--- src/rtl/cal_pkg.sv ---
package cal_pkg;
    typedef enum logic [0:0] {XF_IDLE, XF_WAIT} xfer_state_t;
    typedef enum logic [0:0] {KEY_LOCKED, KEY_OPEN} key_state_t;
    typedef enum logic [0:0] {ENH_OFF, ENH_ON} enh_state_t;

    localparam logic [7:0] KEY_UNLOCK  = 8'hA5;
    localparam logic [7:0] KEY_ENH_ON  = 8'hA6;
    localparam logic [7:0] KEY_ENH_OFF = 8'hA7;

    // command bit positions
    localparam int CB_EE_GO  = 0;
    localparam int CB_EE_RNW = 1;
    localparam int CB_RELOAD = 2;
    localparam int CB_CMUX   = 3;
    localparam int CB_TD_GO  = 4;

    // status bit positions
    localparam int SB_TD_BUSY = 0;
    localparam int SB_EE_BUSY = 1;
    localparam int SB_CMUX    = 3;
    localparam int SB_TD_EN   = 4;
endpackage

--- src/rtl/cal_xfer_fsm.sv ---
module cal_xfer_fsm
    import cal_pkg::*;
#(
    parameter int AW      = 7,
    parameter int DW      = 8,
    parameter bit CAPTURE = 1'b1
) (
    input  logic          clk,
    input  logic          rst_n,
    input  logic          start,
    input  logic          rnw_in,
    input  logic [AW-1:0] addr_in,
    input  logic [DW-1:0] data_in,
    input  logic          done,
    input  logic [DW-1:0] rdata_in,
    output logic          req,
    output logic          rnw,
    output logic [AW-1:0] addr,
    output logic [DW-1:0] data,
    output logic          busy,
    output logic          cap_valid,
    output logic [DW-1:0] cap_data
);
    xfer_state_t state_q, state_d;
    logic          rnw_q;
    logic [AW-1:0] addr_q;
    logic [DW-1:0] data_q;
    logic          accept;

    assign accept = (state_q == XF_IDLE) && start;

    always_comb begin
        state_d = state_q;
        unique case (state_q)
            XF_IDLE: if (start) state_d = XF_WAIT;
            XF_WAIT: if (done)  state_d = XF_IDLE;
            default: state_d = XF_IDLE;
        endcase
    end

    always_ff @(posedge clk) begin
        if (!rst_n) state_q <= XF_IDLE;
        else        state_q <= state_d;
    end

    always_ff @(posedge clk) begin
        if (!rst_n) begin
            addr_q <= '0;
            data_q <= '0;
        end else if (accept) begin
            addr_q <= addr_in;
            data_q <= data_in;
        end
    end

    generate
        if (CAPTURE) begin : g_dir
            always_ff @(posedge clk) begin
                if (!rst_n)      rnw_q <= 1'b0;
                else if (accept) rnw_q <= rnw_in;
            end
        end else begin : g_wo
            assign rnw_q = 1'b0;
        end
    endgenerate

    always_comb begin
        req       = (state_q == XF_WAIT);
        busy      = req;
        rnw       = rnw_q;
        addr      = addr_q;
        data      = data_q;
        cap_valid = req && done && rnw_q;
        cap_data  = rdata_in;
    end

    AST_REQ_HELD: assert property (@(posedge clk) disable iff (!rst_n)
        (req && !done) |=> req);
    AST_PAYLOAD_FROZEN: assert property (@(posedge clk) disable iff (!rst_n)
        (req && !done) |=> ($stable(addr) && $stable(data) && $stable(rnw)));
    AST_DONE_RETIRES: assert property (@(posedge clk) disable iff (!rst_n)
        (req && done) |=> !req);
endmodule

--- src/rtl/cal_key_fsm.sv ---
module cal_key_fsm
    import cal_pkg::*;
#(
    parameter int DW = 8
) (
    input  logic          clk,
    input  logic          rst_n,
    input  logic          on_page,
    input  logic          key_wr,
    input  logic [DW-1:0] key_val,
    output logic          unlocked,
    output logic          enh_on,
    output logic          enh_clr
);
    key_state_t key_q, key_d;
    enh_state_t enh_q, enh_d;
    logic       clr_q, clr_d;

    always_comb begin
        key_d = key_q;
        unique case (key_q)
            KEY_LOCKED: if (on_page && key_wr && key_val == KEY_UNLOCK) key_d = KEY_OPEN;
            KEY_OPEN:   if (!on_page) key_d = KEY_LOCKED;
            default:    key_d = KEY_LOCKED;
        endcase
        if (!on_page) key_d = KEY_LOCKED;
    end

    always_comb begin
        enh_d = enh_q;
        clr_d = 1'b0;
        if (key_wr && key_val == KEY_ENH_OFF) begin
            enh_d = ENH_OFF;
            clr_d = 1'b1;
        end else begin
            unique case (enh_q)
                ENH_OFF: if (key_wr && key_val == KEY_ENH_ON) enh_d = ENH_ON;
                ENH_ON:  enh_d = ENH_ON;
                default: enh_d = ENH_OFF;
            endcase
        end
    end

    always_ff @(posedge clk) begin
        if (!rst_n) begin
            key_q <= KEY_LOCKED;
            enh_q <= ENH_OFF;
            clr_q <= 1'b0;
        end else begin
            key_q <= key_d;
            enh_q <= enh_d;
            clr_q <= clr_d;
        end
    end

    always_comb begin
        unlocked = (key_q == KEY_OPEN);
        enh_on   = (enh_q == ENH_ON);
        enh_clr  = clr_q;
    end

    AST_LOCK_OFFPAGE: assert property (@(posedge clk) disable iff (!rst_n)
        !on_page |=> !unlocked);
    AST_CLEAR_MEANS_OFF: assert property (@(posedge clk) disable iff (!rst_n)
        enh_clr |-> !enh_on);
endmodule

--- src/rtl/cal_regif.sv ---
module cal_regif
    import cal_pkg::*;
#(
    parameter int          PAGE_W   = 3,
    parameter int          OFS_W    = 4,
    parameter int          DW       = 8,
    parameter int          EE_AW    = 7,
    parameter int          TD_AW    = 3,
    parameter int          CAL_PAGE = 3,
    parameter int          OFS_BASE = 12,
    parameter logic [7:0]  REV_CODE = 8'h21
) (
    input  logic              clk,
    input  logic              rst_n,
    input  logic [PAGE_W-1:0] bus_page,
    input  logic [OFS_W-1:0]  bus_ofs,
    input  logic              bus_wr,
    input  logic [DW-1:0]     bus_wdata,
    output logic [DW-1:0]     bus_rdata,
    output logic              ee_req,
    output logic              ee_rnw,
    output logic [EE_AW-1:0]  ee_addr,
    output logic [DW-1:0]     ee_wdata,
    input  logic              ee_done,
    input  logic [DW-1:0]     ee_rdata,
    output logic              td_req,
    output logic [TD_AW-1:0]  td_addr,
    output logic [DW-1:0]     td_data,
    input  logic              td_done,
    output logic              calmux_en,
    output logic              cal_reload,
    output logic              enh_mode,
    output logic              enh_clear
);
    localparam logic [OFS_W-1:0] OFS_DATA = OFS_W'(OFS_BASE);
    localparam logic [OFS_W-1:0] OFS_ADDR = OFS_W'(OFS_BASE + 1);
    localparam logic [OFS_W-1:0] OFS_CTL  = OFS_W'(OFS_BASE + 2);
    localparam logic [OFS_W-1:0] OFS_KEY  = OFS_W'(OFS_BASE + 3);

    logic             on_page;
    logic             wr_data, wr_addr, wr_ctl, wr_key;
    logic [DW-1:0]    data_q;
    logic [EE_AW-1:0] addr_q;
    logic             cmux_q, tden_q, reload_q;
    logic             key_open;
    logic             ee_start, td_start;
    logic             ee_busy, td_busy, ee_cap;
    logic [DW-1:0]    ee_cap_data, td_cap_unused;
    logic             td_rnw_unused, td_cap_v_unused;
    logic [DW-1:0]    status;

    assign on_page = (bus_page == PAGE_W'(CAL_PAGE));
    assign wr_data = bus_wr && on_page && (bus_ofs == OFS_DATA);
    assign wr_addr = bus_wr && on_page && (bus_ofs == OFS_ADDR);
    assign wr_ctl  = bus_wr && on_page && (bus_ofs == OFS_CTL);
    assign wr_key  = bus_wr && on_page && (bus_ofs == OFS_KEY);

    assign ee_start = wr_ctl && bus_wdata[CB_EE_GO] && key_open;
    assign td_start = wr_ctl && bus_wdata[CB_TD_GO];

    always_ff @(posedge clk) begin
        if (!rst_n) begin
            data_q   <= '0;
            addr_q   <= '0;
            cmux_q   <= 1'b0;
            tden_q   <= 1'b0;
            reload_q <= 1'b0;
        end else begin
            if (ee_cap)       data_q <= ee_cap_data;
            else if (wr_data) data_q <= bus_wdata;
            if (wr_addr)      addr_q <= bus_wdata[EE_AW-1:0];
            if (wr_ctl) begin
                cmux_q <= bus_wdata[CB_CMUX];
                tden_q <= bus_wdata[CB_TD_GO];
            end
            reload_q <= wr_ctl && bus_wdata[CB_RELOAD];
        end
    end

    cal_key_fsm #(.DW(DW)) u_key (
        .clk      (clk),
        .rst_n    (rst_n),
        .on_page  (on_page),
        .key_wr   (wr_key),
        .key_val  (bus_wdata),
        .unlocked (key_open),
        .enh_on   (enh_mode),
        .enh_clr  (enh_clear)
    );

    cal_xfer_fsm #(.AW(EE_AW), .DW(DW), .CAPTURE(1'b1)) u_ee (
        .clk       (clk),
        .rst_n     (rst_n),
        .start     (ee_start),
        .rnw_in    (bus_wdata[CB_EE_RNW]),
        .addr_in   (addr_q),
        .data_in   (data_q),
        .done      (ee_done),
        .rdata_in  (ee_rdata),
        .req       (ee_req),
        .rnw       (ee_rnw),
        .addr      (ee_addr),
        .data      (ee_wdata),
        .busy      (ee_busy),
        .cap_valid (ee_cap),
        .cap_data  (ee_cap_data)
    );

    cal_xfer_fsm #(.AW(TD_AW), .DW(DW), .CAPTURE(1'b0)) u_td (
        .clk       (clk),
        .rst_n     (rst_n),
        .start     (td_start),
        .rnw_in    (1'b0),
        .addr_in   (addr_q[TD_AW-1:0]),
        .data_in   (data_q),
        .done      (td_done),
        .rdata_in  ('0),
        .req       (td_req),
        .rnw       (td_rnw_unused),
        .addr      (td_addr),
        .data      (td_data),
        .busy      (td_busy),
        .cap_valid (td_cap_v_unused),
        .cap_data  (td_cap_unused)
    );

    always_comb begin
        status             = '0;
        status[SB_TD_BUSY] = td_busy;
        status[SB_EE_BUSY] = ee_busy;
        status[SB_CMUX]    = cmux_q;
        status[SB_TD_EN]   = tden_q;
    end

    always_comb begin
        bus_rdata = '0;
        if (on_page) begin
            unique case (bus_ofs)
                OFS_DATA: bus_rdata = data_q;
                OFS_ADDR: bus_rdata = DW'(addr_q);
                OFS_CTL:  bus_rdata = status;
                OFS_KEY:  bus_rdata = REV_CODE;
                default:  bus_rdata = '0;
            endcase
        end
    end

    assign calmux_en  = cmux_q;
    assign cal_reload = reload_q;

    AST_EE_NEEDS_KEY: assert property (@(posedge clk) disable iff (!rst_n)
        $rose(ee_req) |-> $past(key_open));
    AST_RELOAD_SINGLE: assert property (@(posedge clk) disable iff (!rst_n)
        (cal_reload && !$past(wr_ctl)) |-> 1'b0);
    AST_BUSY_MATCHES_REQ: assert property (@(posedge clk) disable iff (!rst_n)
        (on_page && bus_ofs == OFS_CTL) |-> (bus_rdata[SB_EE_BUSY] == ee_req));
endmodule

--- config.mk ---
export PLATFORM = sky130hd
export DESIGN_NAME = cal_regif
export DESIGN_NICKNAME = d
export VERILOG_FILES = /design/src/rtl/cal_pkg.sv /design/src/rtl/cal_xfer_fsm.sv /design/src/rtl/cal_key_fsm.sv /design/src/rtl/cal_regif.sv
export SDC_FILE = /design/constraint.sdc
export NUM_CORES = 1
export LEC_CHECK = 0
export ABC_AREA = 0
export BUFFER_PORTS_ARGS = -buffer_cell sky130_fd_sc_hd__buf_2
export CORE_MARGIN = 3
export CORE_UTILIZATION = 30
export CTS_CLUSTER_DIAMETER = 40
export DETAILED_ROUTE_END_ITERATION = 7
export GPL_TIMING_DRIVEN = 0
export PLACE_DENSITY = 0.58
export SLEW_MARGIN = 20
export SYNTH_ARGS = -nofsm -noshare
export SYNTH_HDL_FRONTEND = slang
export SYNTH_SLANG_ARGS = --single-unit
--- constraint.sdc ---
create_clock -name clk -period 3.6 [get_ports clk]
set_input_delay 0.36 -clock clk [delete_from_list [all_inputs] [get_ports clk]]
set_output_delay 0.36 -clock clk [all_outputs]
set_load 0.03 [all_outputs]
==> results_dict.tcl <==
set metrics [dict create \
    use_met3 0.0271 \
    end_kind "output pin" \
    final_core_util 0.390 \
    reg2reg_from "u_ee.busy" \
    drt.antenna.violating_nets 0 \
    num-fill-cells 793 \
    setup_viol 0 \
    hold_path.class "input pin to flip-flop" \
    cts_setup_buffers 0 \
    worstMarginPinSlew_ns 0.544 \
    path_clk_slew_ns 0.09 \
    drive_above_1_share 0.268 \
    area_delta_synth_final_pct 23.0 \
    leakage_nw 1.22 \
    place_congestion 0.885 \
    grt_max_degree 16 \
    synth_area_um2 2350 \
    ys_seq_area_frac 0.426 \
    min_to "data_q[0]" \
    yosys.cell_types.count 38 \
    hold_violations 0 \
    die_x_um 94.5 \
    synth_edf_count 0 \
    routed_wirelength_um 6880 \
    place_hpwl_um 5240 \
    syn_avg_cell_area_um2 9.11 \
    wl_per_cell_um 16.0 \
    finalMaxSlewViolations 0 \
    synth_nets 286 \
    floorplan.initialDensity 0.317 \
    cts_tree "yes" \
    drt-initial-drc-count 58 \
    path_cells "buf_2 -> and3b_1 -> nand2_1 -> nor4b_1 -> buf_2" \
    fp.dieH_um 94.5 \
    start_kind "input pin" \
    regToRegSetupSlack_ns 2.10 \
    drc 0 \
    crit_fanout 8 \
    peakVddDrop_uv 145 \
    ctsResizeCount 0 \
    min_period_ns 2.08 \
    grt_overflow 0 \
    firstDrtPassIters 4 \
    postCtsHoldBufs 0 \
    via_count 2093 \
    min_from "ee_rdata[0]" \
    cts_root_buf "clkbuf_8" \
    use_met2 0.248 \
    synth_top_area_share 0.426 \
    rsz0062_at_grt "no" \
    numPortBuffers 67 \
    crit_arrival_ns 1.72 \
    grt_pass1_wl_um 10900 \
    cts-buffers-inserted 5 \
    status "finished clean" \
    max_stage_delay_ns 0.45 \
    grt_pass1_vias 2084 \
    pin_count 69 \
    antenna_found_initial 0 \
    relSlewSlack 0.638 \
    p_per_area_nw_per_um2 329 \
    maxCapViolations 0 \
    globalRouteMet1Util 0.229 \
    viasPerCell 4.86 \
    worstReg2RegEnd "data_q[7]" \
    grt.busiest_layer "met2" \
    yosys-top-cells-count "nand2_1 (61), dfxtp_1 (50), mux2i_1 (40), nand3_1 (12), and2_1 (10)" \
    ys.flop_type "dfxtp_1" \
    nets 360 \
    clk_latency_ns 0.31 \
    die_area_um2 8930 \
    fin_crit_sh 0.577 \
    numClockSinks 50 \
    dp_cells 424 \
    fmax_mhz 482 \
    ys.warnings.count 0 \
    htree_levels 2 \
    worstRegToRegCells 4 \
    coreArea_um2 7410 \
    row_count 31 \
    crit_required_ns 3.24 \
    synthCells 258 \
    placed_cell_area_um2 2810 \
    stdcell_count 431 \
    synth_area_leaders "dfxtp_1 (43%), mux2i_1 (17%), nand2_1 (9.7%)" \
    skew_ns 0.00842 \
    critPathSlowestCell "nor4b_1" \
    cts.path.max_buffers 2 \
    synth_area_leader_cell "dfxtp_1" \
    postLayoutCellArea_um2 2890 \
    yosysMostFrequentCell "nand2_1" \
    finalSetupTns_ns 0 \
    ys_ff_latch 50 \
    ys_async_sr_fraction 0 \
    track_usage 0.159 \
    crit_type "input pin to output pin" \
    diodes 0 \
    whs_path_depth 3 \
    critPathMostFrequentCell "buf_2" \
]
==> worst max path at each step <==
stage / startpoint / to / slack, ns / cells past startpoint
2_1_floorplan: bus_page[2] / bus_rdata[7] / 1.44 / 3
3_3_place_gp: bus_page[2] / bus_rdata[7] / 1.50 / 5
3_5_place_dp: bus_page[2] / bus_rdata[7] / 1.53 / 5
4_1_cts: bus_page[2] / bus_rdata[7] / 1.52 / 5
5_1_grt: bus_page[2] / bus_rdata[7] / 1.42 / 5
6_report: bus_page[2] / bus_rdata[7] / 1.52 / 5
==> routing by layer <==
metal / vias to the layer above / wire [um]
met3: 7 / 321
met1: 979 / 3360
met4: 0 / 69
met5: - / 0
met2: 54 / 3130
li1: 1053 / -
==> worst max-delay path: cells and delay by family <==
kind                   cells  cell delay, ns
buffers and inverters      2            0.39
AND/OR/NAND/NOR            3            0.96
==> kinds of logic (layout without fill, tap and decap cells) <==
logic type,Yosys count,count (layout),share of synthesized area
muxes,40,40,0.170
DFF,50,50,0.426
buffers and inverters,21,95,0.0490
and+or+nand+nor,125,125,0.291
AOI/OAI and AO/OA,22,22,0.0644
==> registers in the layout (all words and copies together) (netlist names), 3 cells and up <==
register / cells
data_q: 8
addr_q: 7
u_ee.addr: 7
u_ee.data: 8
u_td.data: 8
u_td.addr: 3
==> report_power, final <==
group / internal, mW / leakage [nW] / switching [mW]
Sequential: 0.553 / 0.403 / 0.000341
Combinational: 0.0258 / 0.776 / 0.0450
Clock: 0.135 / 0.0444 / 0.194
Total: 0.714 / 1.22 / 0.239
==> placed cells by master (no fill, tap or decap), types with 4 or more instances in the layout <==
| cell type | n |
|---|---|
| buf_2 | 74 |
| nand2_1 | 61 |
| dfxtp_1 | 50 |
| mux2i_1 | 40 |
| nand3_1 | 12 |
| and2_1 | 10 |
| nand4_1 | 9 |
| o211ai_1 | 8 |
| clkbuf_1 | 7 |
| nor3_1 | 6 |
| clkbuf_8 | 5 |
| nor2_1 | 4 |
| a21oi_1 | 4 |
==> layout make-up <==
type / count / area, um2 / share of cell area
Sequential cell: 50 / 1000 / 0.346
Timing Repair Buffer: 67 / 335 / 0.116
Tap cell: 99 / 124 / 0.0428
Multi-Input combinational cell: 187 / 1230 / 0.427
Inverter: 2 / 7.51 / 0.00260
Clock inverter: 2 / 13.8 / 0.00476
Clock buffer: 5 / 68.8 / 0.0238
Buffer: 19 / 108 / 0.0372
==> per-stage QoR <==
stage	setup slack, ns	power, mW	hold WS, ns
finish	1.52	0.953	0.262
CTS	1.52	0.962	0.260
global placement	1.50	0.636	0.441
global route	1.42	0.989	0.270
floorplan	1.44	0.601	0.453
detailed placement	1.53	0.637	0.446
Power figures use the tool's default switching activity.
